--- src/rtl/tod_pkg.sv ---
`timescale 1ns/1ps
package tod_pkg;
  localparam int unsigned ADDR_W = 2;

  typedef enum logic [ADDR_W-1:0] {
    SEL_SETUP = 2'd0,
    SEL_LOW   = 2'd1,
    SEL_HIGH  = 2'd2,
    SEL_NONE  = 2'd3
  } reg_sel_e;
endpackage

--- src/rtl/tod_prescaler.sv ---
`timescale 1ns/1ps
module tod_prescaler #(
  parameter int unsigned PER_W = 8
) (
  input  logic             clk,
  input  logic             rst,
  input  logic             restart,
  input  logic [PER_W-1:0] period,
  output logic             tick
);
  logic [PER_W-1:0] cnt_q;
  logic             running;

  assign running = (period != '0);
  assign tick    = running && !restart && (cnt_q == period - 1'b1);

  always_ff @(posedge clk) begin
    if (rst || restart || !running || tick) cnt_q <= '0;
    else                                    cnt_q <= cnt_q + 1'b1;
  end
endmodule

--- src/rtl/tod_accum.sv ---
`timescale 1ns/1ps
module tod_accum #(
  parameter int unsigned CNT_W = 64,
  parameter int unsigned INC_W = 24
) (
  input  logic             clk,
  input  logic             rst,
  input  logic             load,
  input  logic [CNT_W-1:0] load_val,
  input  logic             step,
  input  logic [INC_W-1:0] incr,
  output logic [CNT_W-1:0] count
);
  localparam int unsigned PAD_W = CNT_W - INC_W;

  logic [CNT_W-1:0] count_q;
  logic [CNT_W-1:0] incr_ext;

  assign incr_ext = {{PAD_W{1'b0}}, incr};
  assign count    = count_q;

  always_ff @(posedge clk) begin
    if (rst)       count_q <= '0;
    else if (load) count_q <= load_val;
    else if (step) count_q <= count_q + incr_ext;
  end
endmodule

--- src/rtl/tod_regif.sv ---
`timescale 1ns/1ps
module tod_regif
  import tod_pkg::*;
#(
  parameter int unsigned REG_W = 32,
  parameter int unsigned CNT_W = 2 * REG_W
) (
  input  logic              clk,
  input  logic              rst,
  input  logic              rd,
  input  logic              wr,
  input  logic [ADDR_W-1:0] addr,
  input  logic [REG_W-1:0]  wdata,
  input  logic [CNT_W-1:0]  count,
  output logic [REG_W-1:0]  setup,
  output logic              setup_wr,
  output logic              load,
  output logic [CNT_W-1:0]  load_val,
  output logic [REG_W-1:0]  shadow,
  output logic [REG_W-1:0]  rdata
);
  logic [REG_W-1:0] setup_q;
  logic [REG_W-1:0] stage_q;
  logic [REG_W-1:0] shadow_q;
  logic             hit_setup, hit_low, hit_high;

  assign hit_setup = (addr == SEL_SETUP);
  assign hit_low   = (addr == SEL_LOW);
  assign hit_high  = (addr == SEL_HIGH);

  assign setup_wr = wr && hit_setup;
  assign load     = wr && hit_high;
  assign load_val = {wdata, stage_q};
  assign setup    = setup_q;
  assign shadow   = shadow_q;

  always_ff @(posedge clk) begin
    if (rst) begin
      setup_q  <= '0;
      stage_q  <= '0;
      shadow_q <= '0;
    end else begin
      if (setup_wr)       setup_q  <= wdata;
      if (wr && hit_low)  stage_q  <= wdata;
      if (rd && hit_low)  shadow_q <= count[CNT_W-1:REG_W];
    end
  end

  always_comb begin
    rdata = '0;
    if (rd) begin
      unique case (addr)
        SEL_SETUP: rdata = setup_q;
        SEL_LOW:   rdata = count[REG_W-1:0];
        SEL_HIGH:  rdata = shadow_q;
        default:   rdata = '0;
      endcase
    end
  end
endmodule

--- src/rtl/tod_counter.sv ---
`timescale 1ns/1ps
module tod_counter
  import tod_pkg::*;
#(
  parameter int unsigned REG_W = 32,
  parameter int unsigned PER_W = 8
) (
  input  logic              clk,
  input  logic              rst,
  input  logic              reg_rd,
  input  logic              reg_wr,
  input  logic [ADDR_W-1:0] reg_addr,
  input  logic [REG_W-1:0]  reg_wdata,
  output logic [REG_W-1:0]  reg_rdata
);
  localparam int unsigned CNT_W = 2 * REG_W;
  localparam int unsigned INC_W = REG_W - PER_W;

  logic [REG_W-1:0] setup;
  logic             setup_wr;
  logic             load;
  logic [CNT_W-1:0] load_val;
  logic [REG_W-1:0] shadow_hi;
  logic [CNT_W-1:0] count;
  logic [PER_W-1:0] period;
  logic [INC_W-1:0] incr;
  logic             tick;

  assign period = setup[REG_W-1 -: PER_W];
  assign incr   = setup[INC_W-1:0];

  tod_regif #(.REG_W(REG_W), .CNT_W(CNT_W)) u_regif (
    .clk(clk), .rst(rst), .rd(reg_rd), .wr(reg_wr), .addr(reg_addr),
    .wdata(reg_wdata), .count(count), .setup(setup), .setup_wr(setup_wr),
    .load(load), .load_val(load_val), .shadow(shadow_hi), .rdata(reg_rdata)
  );

  tod_prescaler #(.PER_W(PER_W)) u_presc (
    .clk(clk), .rst(rst), .restart(setup_wr), .period(period), .tick(tick)
  );

  tod_accum #(.CNT_W(CNT_W), .INC_W(INC_W)) u_accum (
    .clk(clk), .rst(rst), .load(load), .load_val(load_val),
    .step(tick), .incr(incr), .count(count)
  );
endmodule

--- config.mk ---
export PLATFORM = sky130hd
export DESIGN_NAME = tod_counter
export DESIGN_NICKNAME = d
export VERILOG_FILES = /design/src/rtl/tod_pkg.sv /design/src/rtl/tod_prescaler.sv /design/src/rtl/tod_accum.sv /design/src/rtl/tod_regif.sv /design/src/rtl/tod_counter.sv
export SDC_FILE = /design/constraint.sdc
export NUM_CORES = 1
export LEC_CHECK = 0
export ABC_CLOCK_PERIOD_IN_PS = 7490
export BUFFER_PORTS_ARGS = -buffer_cell sky130_fd_sc_hd__buf_2
export CORE_ASPECT_RATIO = 0.9
export CORE_MARGIN = 1.5
export CORE_UTILIZATION = 55
export DETAILED_ROUTE_END_ITERATION = 8
export GPL_TIMING_DRIVEN = 0
export PLACE_DENSITY = 0.74
export SYNTH_ARGS = -nofsm -noshare
export SYNTH_HDL_FRONTEND = slang
export SYNTH_HIERARCHICAL = 1
export SYNTH_SLANG_ARGS = --single-unit
--- constraint.sdc ---
create_clock -name clk -period 7.49 [get_ports clk]
set_input_delay 0 -clock clk [delete_from_list [all_inputs] [get_ports clk]]
set_output_delay 0 -clock clk [all_outputs]
set_load 0.02 [all_outputs]
==> results.py <==
metrics = {
    "sta": {
        "relSlewSlack_pct": 31.3,
        "fin_skew_ns": 0.0111,
        "fin_crit_sh_pct": 64.7,
        "setup_viol": 0,
        "grt_setup_unrepaired": "no",
        "max_clock_freq_ghz": 0.206,
        "fin_setup_tns_ns": 0,
        "final_max_slew_viol_count": 0,
        "tightest_slew_ns": 1.02,
        "hold_viol_final": 0,
        "fin_crit_ns": 4.85,
    },
    "floorplan": {
        "initial_core_util_pct": 56.5,
        "ios": 70,
        "core_area_um2": 17700,
        "dieArea_um2": 19000,
        "rows": 46,
        "die_h_um": 131,
        "dieWidth_um": 145,
    },
    "power_and_ir_drop": {
        "power.internal_uw": 1610,
        "vdd_drop_max_v": 0.000153,
        "switching_share_pct": 26.7,
        "p_clk_share_pct": 44.1,
        "p_switching_uw": 587,
        "p_leak_uw": 0.00443,
        "p_comb_share_pct": 12.0,
        "pwr-share-seq_pct": 44.0,
        "power_density_nw_per_um2": 190,
    },
    "detailed_routing": {
        "firstDrtPassIters": 5,
        "routed_via_density": 6.00,
        "via_count": 9980,
        "routedWlPerCell_um": 20.2,
        "drtAntennaViolNets": 0,
        "drc": 0,
        "drt_wl_total_um": 33600,
        "drtIter0Drc": 1072,
    },
    "logic_synthesis": {
        "synth_area_um2": 9980,
        "avgSynthCellArea_um2": 7.73,
        "ys_seq_elements": 168,
        "synth_nets": 1355,
        "synth_edf_count": 0,
        "ys_warn_count": 6,
        "async_flop_share_pct": 0,
        "synth.yosys.seq_area_share_pct": 33.7,
        "ys.flop_type": "dfxtp_1",
        "synth_cell_type_count": 76,
        "syn_inst": 1290,
    },
    "cells_and_area": {
        "post-route-util_pct": 65.6,
        "mostFrequentLayoutCell": "nand2_1",
        "layout.nets": 1475,
        "final_cell_mix": "nand2_1 (261), dfxtp_1 (168), a21oi_1 (153)",
        "n_antenna_cell": 0,
        "fill_cells": 1635,
        "area_delta_synth_final_pct": 16.1,
        "drive_gt1_share_pct": 13.4,
    },
    "clock_network": {
        "htreeDepth": 4,
        "cts_made_buffers": 17,
        "cts_resized": 0,
        "cts.sinks": 168,
        "cts_tree": "built",
        "path_clk_slew_ns": 0.07,
        "clock_latency_ns": 0.44,
        "cts_root_buf": "clkbuf_16",
        "hold_buffers": 32,
        "clock_path_buffers": 2,
        "postCtsSetupBuffers": 0,
    },
    "critical_path": {
        "crit_path_cell_trace": "inv_1 > ha_1 > or3b_4 > o31a_1 > or3_4 > a2111oi_4 > and2_1 > clkbuf_1 > clkbuf_1 > buf_1 > mux2i_1 > nor2_1 > a21oi_1 > nor2_1",
        "crit_arrival_ns": 5.14,
        "crit_type": "register to register",
        "startpoint_type": "register",
        "critPathMaxStageDelay_ns": 0.79,
        "crit_path_max_fanout": 10,
        "end_kind": "register",
        "cp.required_ns": 7.78,
        "cp.buffers_inverters": 4,
        "crit_family": "buffers and inverters",
        "crit_slowest_cell": "buf_1",
    },
    "status": {
        "status": "finished clean",
    },
    "placed_design": {
        "gp_congestion": 0.977,
        "hpwl_um": 23500,
        "portBuffers": 69,
    },
    "grt": {
        "grt_max_degree": 17,
        "grt_pass1_wl_um": 50900,
        "first_global_vias": 8913,
        "overflow": 0,
        "grtUsageTotal_pct": 35.1,
        "antenna_found_initial": 0,
    },
    "flow_run": {
        "maxCapViolations": 0,
    },
    "worst_hold_path": {
        "min_path_type": "primary input to register",
    },
}
==> power by group through the flow <==
stage	registers, uW	clock network [uW]	logic [uW]
finish	967	970	263
global route	972	1010	283
CTS	966	977	256
detailed placement	986	0	242
global placement	985	0	239
floorplan	974	0	165
==> kinds of logic after synthesis <==
group           count (synthesis)  share of synthesized area (%)
mux                            51                           5.14
fa+ha+maj                      27                           3.46
simple gates                  549                           27.2
xor+xnor                       50                           4.39
flops                         168                           33.7
buf+inv                       143                           7.30
compound gates                302                           18.8
==> through the flow <==
stage	worst slack [ns]	total power, uW	instances	hold slack, ns	cell area [um2]
floorplan	3.80	1140	1290	0.136	9980
global placement	2.83	1220	1599	0.263	10600
detailed placement	2.80	1230	1599	0.269	10600
CTS	2.74	2200	1663	0.00932	11600
global route	2.44	2260	1663	0.0524	11600
finish	2.64	2200	1663	0.0372	11600
==> synthesized netlist by cell type (all sizes together), types with 4 or more instances <==
library cell | n | share of area (%)
nand2 | 261 | 9.8
dfxtp | 168 | 34
a21oi | 154 | 7.8
nor2 | 69 | 2.7
buf | 59 | 4.1
clkbuf | 59 | 2.2
o21ai | 55 | 2.8
mux2i | 49 | 4.9
and2 | 40 | 2.5
nand3b | 34 | 2.6
a211oi | 33 | 2.9
nand3 | 30 | 1.6
ha | 26 | 3.3
xnor2 | 25 | 2.2
xor2 | 25 | 2.2
inv | 24 | 0.90
and3 | 20 | 1.3
nand4 | 19 | 1.2
nor3 | 17 | 1.1
nor4 | 12 | 0.75
o211ai | 12 | 0.90
a21o | 8 | 0.60
nor4b | 8 | 0.70
a221oi | 7 | 0.74
and4 | 7 | 0.61
or3 | 7 | 0.49
a31oi | 5 | 0.31
a2111oi | 4 | 0.56
nand2b | 4 | 0.25
nor2b | 4 | 0.25
o21bai | 4 | 0.30
==> per-layer routing <==
metal | routed length, um | share of wire [%] | track usage, % | vias to the layer above
met3 | 3280 | 9.8 | 5.24 | 85
met4 | 1130 | 3.4 | 15.3 | 0
met1 | 14500 | 43 | 49.2 | 4646
li1 | - | - | - | 4725
met5 | 0 | 0 | 0 | -
met2 | 14600 | 44 | 54.2 | 524
==> state kept, by name (all words and copies together), names as in the netlist <==
| register | flops |
|---|---|
| u_accum/count | 64 |
| u_presc/cnt_q | 8 |
| u_regif/setup | 32 |
| u_regif/shadow | 32 |
| u_regif/stage_q | 32 |
==> worst paths after layout <==
check | startpoint | endpoint | slack [ns] | cells past startpoint
max | u_regif/setup[24] | u_accum/count[5] | 2.64 | 14
min | rst | u_presc/cnt_q[2] | 0.04 | 4
max reg2reg | u_regif/setup[24] | u_accum/count[5] | 2.64 | 14
min reg2reg | u_regif/stage_q[5] | u_regif/stage_q[5] | 0.45 | 2
==> layout make-up <==
| cell class | count | area (um2) | share of cell area, % |
|---|---|---|---|
| multi-input cells | 979 | 5880 | 50.8 |
| flip-flops and latches | 168 | 3360 | 29.0 |
| repair buffers | 101 | 666 | 5.75 |
| plain buffers | 118 | 629 | 5.43 |
| clock buffers | 19 | 453 | 3.91 |
| well taps | 240 | 300 | 2.59 |
| clock inverters | 13 | 191 | 1.65 |
| inverters | 25 | 98.8 | 0.853 |
==> worst register-to-register path, delay by kind of cell, from the launching register on <==
kind,cells,cell delay [ns]
buffers and inverters,4,1.72
and+or+nand+nor,5,1.13
AOI/OAI and AO/OA,3,1.03
DFF,1,0.38
muxes,1,0.27
adders and majority gates,1,0.17
Power figures use the tool's default switching activity.
